File: src/rtl/irqc_pkg.sv
package irqc_pkg;

    localparam int unsigned REG_AW = 4;

    // word offsets; the bench and the requirements depend on these
    localparam int unsigned OFS_CAUSE     = 0;
    localparam int unsigned OFS_CAUSE_SET = 1;
    localparam int unsigned OFS_MASK_SET  = 2;
    localparam int unsigned OFS_MASK_CLR  = 3;

    typedef struct packed {
        logic cause_rd;
        logic cause_wr;
        logic cause_set;
        logic mask_rd;
        logic mask_set;
        logic mask_clr;
    } strobe_t;

    typedef enum logic {
        LINE_QUIET  = 1'b0,
        LINE_RAISED = 1'b1
    } line_state_e;

endpackage

File: src/rtl/irqc_decode.sv
module irqc_decode
    import irqc_pkg::*;
#(
    parameter int unsigned ADDR_W = REG_AW
) (
    input  logic              wr_en,
    input  logic              rd_en,
    input  logic [ADDR_W-1:0] addr,
    output strobe_t           stb
);

    localparam logic [ADDR_W-1:0] A_CAUSE = ADDR_W'(OFS_CAUSE);
    localparam logic [ADDR_W-1:0] A_RAISE = ADDR_W'(OFS_CAUSE_SET);
    localparam logic [ADDR_W-1:0] A_MSET  = ADDR_W'(OFS_MASK_SET);
    localparam logic [ADDR_W-1:0] A_MCLR  = ADDR_W'(OFS_MASK_CLR);

    always_comb begin
        stb           = '0;
        stb.cause_rd  = rd_en && (addr == A_CAUSE);
        stb.cause_wr  = wr_en && (addr == A_CAUSE);
        stb.cause_set = wr_en && (addr == A_RAISE);
        stb.mask_rd   = rd_en && (addr == A_MSET);
        stb.mask_set  = wr_en && (addr == A_MSET);
        stb.mask_clr  = wr_en && (addr == A_MCLR);
    end

endmodule

File: src/rtl/irqc_cause_reg.sv
module irqc_cause_reg #(
    parameter int unsigned DATA_W = 32
) (
    input  logic              clk,
    input  logic              rst_n,
    input  logic              clr_by_read,
    input  logic              clr_by_write,
    input  logic              raise_by_write,
    input  logic [DATA_W-1:0] wdata,
    input  logic [DATA_W-1:0] event_in,
    output logic [DATA_W-1:0] cause_q,
    output logic [DATA_W-1:0] cause_d
);

    localparam int unsigned SUM_BIT = DATA_W - 1;

    logic [DATA_W-1:0] clr_vec;
    logic [DATA_W-1:0] raise_vec;

    always_comb begin
        if (clr_by_write)
            clr_vec = wdata;
        else if (clr_by_read)
            clr_vec = '1;
        else
            clr_vec = '0;
        raise_vec = event_in | (raise_by_write ? wdata : '0);
        // raising is applied after clearing, so an event survives a clear
        cause_d = (cause_q & ~clr_vec) | raise_vec;
        if (cause_d != '0)
            cause_d[SUM_BIT] = 1'b1;
    end

    always_ff @(posedge clk) begin
        if (!rst_n)
            cause_q <= '0;
        else
            cause_q <= cause_d;
    end

endmodule

File: src/rtl/irqc_mask_reg.sv
module irqc_mask_reg #(
    parameter int unsigned DATA_W = 32
) (
    input  logic              clk,
    input  logic              rst_n,
    input  logic              set_en,
    input  logic              clr_en,
    input  logic [DATA_W-1:0] wdata,
    output logic [DATA_W-1:0] mask_q,
    output logic [DATA_W-1:0] mask_d
);

    always_comb begin
        mask_d = mask_q;
        if (set_en)
            mask_d = mask_d | wdata;
        if (clr_en)
            mask_d = mask_d & ~wdata;
    end

    always_ff @(posedge clk) begin
        if (!rst_n)
            mask_q <= '0;
        else
            mask_q <= mask_d;
    end

endmodule

File: src/rtl/irqc_top.sv
module irqc_top
    import irqc_pkg::*;
#(
    parameter int unsigned DATA_W = 32,
    parameter int unsigned ADDR_W = REG_AW
) (
    input  logic              clk,
    input  logic              rst_n,
    input  logic              wr_en,
    input  logic              rd_en,
    input  logic [ADDR_W-1:0] addr,
    input  logic [DATA_W-1:0] wdata,
    output logic [DATA_W-1:0] rdata,
    input  logic [DATA_W-1:0] event_in,
    output logic              irq_o
);

    strobe_t           stb;
    logic [DATA_W-1:0] cause_q;
    logic [DATA_W-1:0] cause_d;
    logic [DATA_W-1:0] mask_q;
    logic [DATA_W-1:0] mask_d;
    line_state_e       line_q;
    line_state_e       line_d;

    irqc_decode #(.ADDR_W(ADDR_W)) u_dec (
        .wr_en (wr_en),
        .rd_en (rd_en),
        .addr  (addr),
        .stb   (stb)
    );

    irqc_cause_reg #(.DATA_W(DATA_W)) u_cause (
        .clk            (clk),
        .rst_n          (rst_n),
        .clr_by_read    (stb.cause_rd),
        .clr_by_write   (stb.cause_wr),
        .raise_by_write (stb.cause_set),
        .wdata          (wdata),
        .event_in       (event_in),
        .cause_q        (cause_q),
        .cause_d        (cause_d)
    );

    irqc_mask_reg #(.DATA_W(DATA_W)) u_mask (
        .clk    (clk),
        .rst_n  (rst_n),
        .set_en (stb.mask_set),
        .clr_en (stb.mask_clr),
        .wdata  (wdata),
        .mask_q (mask_q),
        .mask_d (mask_d)
    );

    // next-state: RAISE / HOLD_RAISED vs DROP / HOLD_QUIET
    always_comb begin
        line_d = ((cause_d & mask_d) != '0) ? LINE_RAISED : LINE_QUIET;
    end

    always_ff @(posedge clk) begin
        if (!rst_n)
            line_q <= LINE_QUIET;
        else
            line_q <= line_d;
    end

    always_comb begin
        unique case (line_q)
            LINE_QUIET:  irq_o = 1'b0;
            LINE_RAISED: irq_o = 1'b1;
            default:     irq_o = 1'b0;
        endcase
    end

    always_comb begin
        rdata = '0;
        if (stb.cause_rd)
            rdata = cause_q;
        else if (stb.mask_rd)
            rdata = mask_q;
    end

endmodule

File: config.mk
export PLATFORM = sky130hd
export DESIGN_NAME = irqc_top
export DESIGN_NICKNAME = d
export VERILOG_FILES = /design/src/rtl/irqc_pkg.sv /design/src/rtl/irqc_decode.sv /design/src/rtl/irqc_cause_reg.sv /design/src/rtl/irqc_mask_reg.sv /design/src/rtl/irqc_top.sv
export SDC_FILE = /design/constraint.sdc
export NUM_CORES = 1
export LEC_CHECK = 0
export CAP_MARGIN = 0
export CORE_MARGIN = 5
export CORE_UTILIZATION = 52
export CTS_CLUSTER_SIZE = 16
export DETAILED_ROUTE_END_ITERATION = 12
export GPL_ROUTABILITY_DRIVEN = 0
export PLACE_DENSITY = 0.87
export SLEW_MARGIN = 10
export SYNTH_ARGS = -nofsm -noshare
export SYNTH_HDL_FRONTEND = slang
export SYNTH_SLANG_ARGS = --single-unit
File: constraint.sdc
create_clock -name clk -period 8.72 [get_ports clk]
set_clock_uncertainty 0.2 [all_clocks]
set_input_delay 2.18 -clock clk [delete_from_list [all_inputs] [get_ports clk]]
set_output_delay 2.18 -clock clk [all_outputs]
set_load 0.02 [all_outputs]
==> flow_summary.yaml, run 1 <==
routing:
  via_count: 3756
  antenna_left: 0
  wire_per_inst_um: 19.1
  route.detailed.drc: 0
  viasPerCell: 6.24
  totalWireLength_um: 11500
  first_iter_violations: 336
  first_pass_iters: 5
power:
  peakVddDrop_v: 0.0000855
  powerDensity_nw_per_um2: 146
  power.net_switching_mw: 0.184
  pwr-share-clk: 0.368
  leakage_nw: 1.86
  combPwrFrac: 0.182
  p_int_mw: 0.520
  seqPwrFrac: 0.450
  swShare: 0.262
worst_setup_path:
  cp-end-kind: "output port"
  required_ns: 6.34
  r2r-end: "line_q"
  startpoint: "addr[0]"
  crit_path_end: "rdata[30]"
  r2r_cells: 7
  r2r_setup_slack_ns: 6.59
  worstPathMaxFanout: 33
  start_kind: "input pin"
  worstSetupPathType: "in -> out"
  arrival_ns: 4.63
  rr_startpoint: "u_cause.cause_q[3]"
synth:
  avgSynthCellArea_um2: 8.23
  yosysWarnings: 0
  synth-compound-area-share: 0.278
  netlist_instances: 437
  synth.area.top_cells: "dfxtp_1 36%, and2_1 11%, a31oi_1 11%"
  syn-num-nets: 509
  yosys.area_share.simple: 0.189
  seq_area_frac_synth: 0.362
  synth-seq-cells: 65
  yosysTopAreaCell: "dfxtp_1"
  synth_xor_area_frac: 0
  synth_top_area_frac: 0.362
  synthMuxAreaShare: 0.0890
  synth_adder_area_share: 0
  synth_top_family_by_area: "compound AO/OA/AOI/OAI gates"
  synth.distinct_cells: 24
  syn_area_um2: 3600
cells_and_area:
  synthToLayoutAreaGrowth_pct: 33.7
  final_util: 0.712
  multi_input_area_um2: 2010
  final_layout_size_suffix_gt1_frac: 0.0460
  fillers: 516
  seq_area_um2: 1300
  num_antenna_cells: 0
  final_nets: 590
place:
  dp.final_hpwl_um: 7610
  io_buffers: 104
floorplanning:
  num_io_pins: 105
  fp.dieW_um: 93.2
  die_area_um2: 8680
  fp-row-count: 30
  fp.dieH_um: 93.2
  start_util: 0.533
  core_region_area_um2: 6760
timing:
  period_minus_slack_ns: 7.01
  hold_viol: 0
  slew_violations: 0
  finalSetupViolCount: 0
  fmax_mhz: 143
  tns_ns: 0
  worst_pin_slew_ns: 1.16
  rsz0062_at_grt: "false"
  holdWs_ns: 0.319
  min_period_over_period: 0.804
  slew_headroom: 0.224
grt:
  grt_pass1_wl_um: 18300
  grt_max_degree: 66
  overflow: 0
  gr-usage-all-layers: 0.264
  antenna_found_initial: 0
  grt_pass1_vias: 3697
cts:
  root_buffer: "clkbuf_8"
  post_cts.repair.setup_buffers: 0
  cts.path.max_buffers: 2
  htree_levels: 3
  cts_tree: "built"
  cts_resized: 0
  numCtsBuffers: 9
  cts_num_sinks: 65
  worst_skew_pair.late_latency_ns: 0.35
  clkTransAtPathRegs_ns: 0.07
  cts_hold_buf: 0
min_path:
  hold_class: "reg -> reg"
job:
  drv_cap: 0
outcome:
  status: "complete, no violations"
-- worst min-delay path by stage --
| stage | startpoint | end | cells past startpoint |
|---|---|---|---|
| 2_1_floorplan | u_mask.mask_q[31] | u_mask.mask_q[31] | 2 |
| 3_3_place_gp | u_mask.mask_q[31] | u_mask.mask_q[31] | 2 |
| 3_5_place_dp | u_mask.mask_q[31] | u_mask.mask_q[31] | 2 |
| 4_1_cts | u_mask.mask_q[31] | u_mask.mask_q[31] | 2 |
| 5_1_grt | u_mask.mask_q[31] | u_mask.mask_q[31] | 2 |
| 6_report | u_mask.mask_q[31] | u_mask.mask_q[31] | 2 |
-- flip-flops by register name, indices dropped and copies added (netlist names) --
| register | flops |
|---|---|
| line_q | 1 |
| u_cause.cause_q | 32 |
| u_mask.mask_q | 32 |
-- cell usage in the layout, fill, tap and decap left out --
master,n
clkdlybuf4s50_1,103
and2_1,65
dfxtp_1,65
a31oi_1,64
nor2_1,34
mux2i_1,32
a21oi_1,32
inv_1,31
a221o_1,31
a22oi_1,15
clkbuf_8,11
nor4_1,7
buf_4,7
nand4_1,6
nand2_1,4
clkinv_2,2
or4b_1,1
or3_1,1
nor3_2,1
nor2b_2,1
nor3b_1,1
nand3_1,1
nor3_1,1
nor2b_1,1
o41ai_1,1
o31ai_1,1
clkbuf_1,1
bufinv_16,1
buf_2,1
-- routing by layer --
layer / wire (um) / global-route usage / up-vias
met5: 0 / 0 / -
met4: 329 / 0.133 / 0
met3: 1090 / 0.0531 / 32
met2: 5350 / 0.424 / 214
met1: 4720 / 0.336 / 1737
li1: - / - / 1773
-- worst max-delay path: stages --
cell             delay [ns]
clkdlybuf4s50_1        0.44
or4b_1                 1.06
nor2_1                 0.30
clkdlybuf4s50_1        0.64
-- per-stage QoR --
step           power (mW)  instances  area [um^2]  worst slack [ns]
2_1_floorplan       0.388        437         3600              3.00
3_3_place_gp        0.445        587         4620              1.79
3_5_place_dp        0.449        587         4620              1.69
4_1_cts             0.700        602         4810              1.69
5_1_grt             0.728        602         4810              1.56
6_report            0.704        602         4810              1.71
-- cell families after synthesis --
logic type	count (synthesis)
multiplexers	32
AND/OR/NAND/NOR	124
buffers and inverters	72
AO/OA/AOI/OAI	144
flip-flops	65
-- cell usage after synthesis --
| cell | n |
|---|---|
| mux2i_1 | 32 |
| dfxtp_1 | 65 |
| and2_1 | 65 |
| a22oi_1 | 15 |
| or3_1 | 1 |
| nor3_1 | 2 |
| buf_1 | 3 |
| o31ai_1 | 1 |
| clkbuf_1 | 33 |
| nand4_1 | 6 |
| a31oi_1 | 64 |
| nor4_1 | 7 |
| or4b_1 | 1 |
| o41ai_1 | 1 |
| a221o_1 | 31 |
| nor2_1 | 34 |
| a21oi_1 | 32 |
| nor3b_1 | 1 |
| buf_2 | 2 |
| nand2_1 | 4 |
| buf_6 | 3 |
| nor2b_1 | 2 |
| nand3_1 | 1 |
| inv_1 | 31 |
-- power by group through the flow --
stage	combinational, mW	clock, mW	sequential (mW)
after floorplan	0.0648	0	0.323
after global placement	0.123	0	0.323
after detailed placement	0.125	0	0.324
after CTS	0.126	0.257	0.317
after global routing	0.137	0.272	0.319
final	0.128	0.259	0.317
-- final cells by class --
type                            instances  area share
Timing Repair Buffer                  111       0.226
Inverter                               31      0.0242
Multi-Input combinational cell        300       0.418
Sequential cell                        65       0.270
Clock inverter                          3     0.00832
Tap cell                               80      0.0208
Clock buffer                           12      0.0322
No activity file was read; power rests on OpenSTA's default activity.
==> run 2, diff against run 1 <==
CORE_UTILIZATION = 43   (was 52)
PLACE_DENSITY = 0.77   (was 0.87)
clock period = 6.1 ns   (was 8.72 ns; I/O delays follow)
==> run 2 against run 1 <==
  * Flip-flop and latch count stayed put
  * Setup slack worse by 0.93 ns
  * Via count is 0.53% lower
  * Routed wire length is 2.8% higher
  * Highest routed layer unchanged
  * Critical path depth is 1 higher
  * Die area is 19% higher
==> flow_summary.yaml, run 2 (synthesized netlist as in run 1, its figures left out) <==
floorplanning:
  fp.dieH_um: 101
  fp-row-count: 33
  fp.dieW_um: 101
  num_io_pins: 105
  start_util: 0.440
  die_area_um2: 10300
  core_region_area_um2: 8180
worst_setup_path:
  cp-end-kind: "output port"
  worstPathMaxFanout: 33
  start_kind: "input pin"
  crit_path_end: "rdata[5]"
  required_ns: 4.38
  startpoint: "addr[0]"
  rr_startpoint: "u_cause.cause_q[3]"
  r2r_setup_slack_ns: 3.95
  r2r-end: "line_q"
  worstSetupPathType: "in -> out"
  arrival_ns: 3.60
  r2r_cells: 7
timing:
  period_minus_slack_ns: 5.32
  slew_headroom: 0.256
  worst_pin_slew_ns: 1.12
  fmax_mhz: 188
  slew_violations: 0
  hold_viol: 0
  finalSetupViolCount: 0
  min_period_over_period: 0.873
  rsz0062_at_grt: "false"
  fin_ws_ns: 0.776
  tns_ns: 0
routing:
  route.detailed.drc: 0
  totalWireLength_um: 11800
  antenna_left: 0
  viasPerCell: 5.95
  first_iter_violations: 319
  wire_per_inst_um: 18.8
  via_count: 3736
  first_pass_iters: 5
cells_and_area:
  synthToLayoutAreaGrowth_pct: 35.6
  fin_area_um2: 4880
  stdcell_count: 628
  num_antenna_cells: 0
  final_nets: 591
  layout_common_cells: "103 x clkdlybuf4s50_1, 65 x and2_1, 65 x dfxtp_1, 64 x a31oi_1, 34 x nor2_1"
  layout_commonest_cell: "clkdlybuf4s50_1"
  reg_top3: "u_cause.cause_q x32, u_mask.mask_q x32, line_q x1"
  final_layout_size_suffix_gt1_frac: 0.0497
grt:
  grt_max_degree: 65
  grt_pass1_wl_um: 18800
  gr-usage-all-layers: 0.231
  grt_pass1_vias: 3701
  overflow: 0
  antenna_found_initial: 0
power:
  swShare: 0.253
  power.net_switching_mw: 0.259
  p_total_mw: 1.03
  p_int_mw: 0.767
  peakVddDrop_v: 0.000136
  combPwrFrac: 0.180
  powerDensity_nw_per_um2: 210
  pwr-share-clk: 0.378
  seqPwrFrac: 0.442
  leakage_nw: 1.88
place:
  dp.final_hpwl_um: 7920
  io_buffers: 104
  post-place-ws_ns: 0.776
  numPlacedInstances: 613
  dpl-instance-area_um2: 4670
job:
  drv_cap: 0
min_path:
  whs_path_depth: 2
  hold_class: "reg -> reg"
cts:
  post_cts.repair.setup_buffers: 0
  cts.path.max_buffers: 2
  cts_tree: "built"
  numCtsBuffers: 9
  root_buffer: "clkbuf_8"
  clkTransAtPathRegs_ns: 0.06
  worst_skew_pair.late_latency_ns: 0.34
  cts_num_sinks: 65
  cts_resized: 0
  cts_hold_buf: 0
  htree_levels: 3
outcome:
  status: "complete, no violations"
[run 2: cell count changes in the layout (fill, tap and decap cells not counted)]
cell | previous run | this run
clkinv_2 | 2 | 1
clkbuf_8 | 11 | 13
clkbuf_1 | 1 | 0
buf_12 | 0 | 1
[run 2: layout make-up]
cell class	instances	area, um^2
Fill cell	732	3290
Multi-Input combinational cell	300	2010
Sequential cell	65	1300
Timing Repair Buffer	112	1110
Clock buffer	13	179
Tap cell	105	131
Inverter	31	116
Clock inverter	2	35.0
[run 2: power groups by stage]
stage / Sequential, mW / Combinational [mW] / Clock, mW
after global placement: 0.461 / 0.178 / 0
after floorplan: 0.462 / 0.0926 / 0
after detailed placement: 0.463 / 0.182 / 0
final: 0.453 / 0.185 / 0.388
after CTS: 0.453 / 0.183 / 0.389
after global routing: 0.455 / 0.199 / 0.410
[run 2: worst min path at each step]
stage | startpoint | to
after global routing | u_mask.mask_q[31] | u_mask.mask_q[31]
after floorplan | u_mask.mask_q[31] | u_mask.mask_q[31]
after global placement | u_mask.mask_q[31] | u_mask.mask_q[31]
after CTS | u_mask.mask_q[31] | u_mask.mask_q[31]
after detailed placement | u_mask.mask_q[31] | u_mask.mask_q[31]
final | u_mask.mask_q[31] | u_mask.mask_q[31]
[run 2: worst max-delay path, cell delays in order]
cell and delay, ns:
clkdlybuf4s50_1 0.45, or4b_1 0.53, buf_4 0.26, nor2_1 0.19, clkdlybuf4s50_1 0.64
[run 2: stage by stage]
stage,utilization,hold slack [ns]
detailed placement,0.571,0.289
global placement,0.571,0.261
global route,0.597,0.339
floorplan,-,0.248
finish,0.597,0.303
CTS,0.597,0.305
[run 2: routing by layer]
metal	vias to the layer above	global-route usage	routed length (um)
met5	-	0	0
met4	0	0.0736	257
met3	22	0.0365	758
met2	176	0.404	5890
met1	1770	0.289	4910
li1	1768	-	-
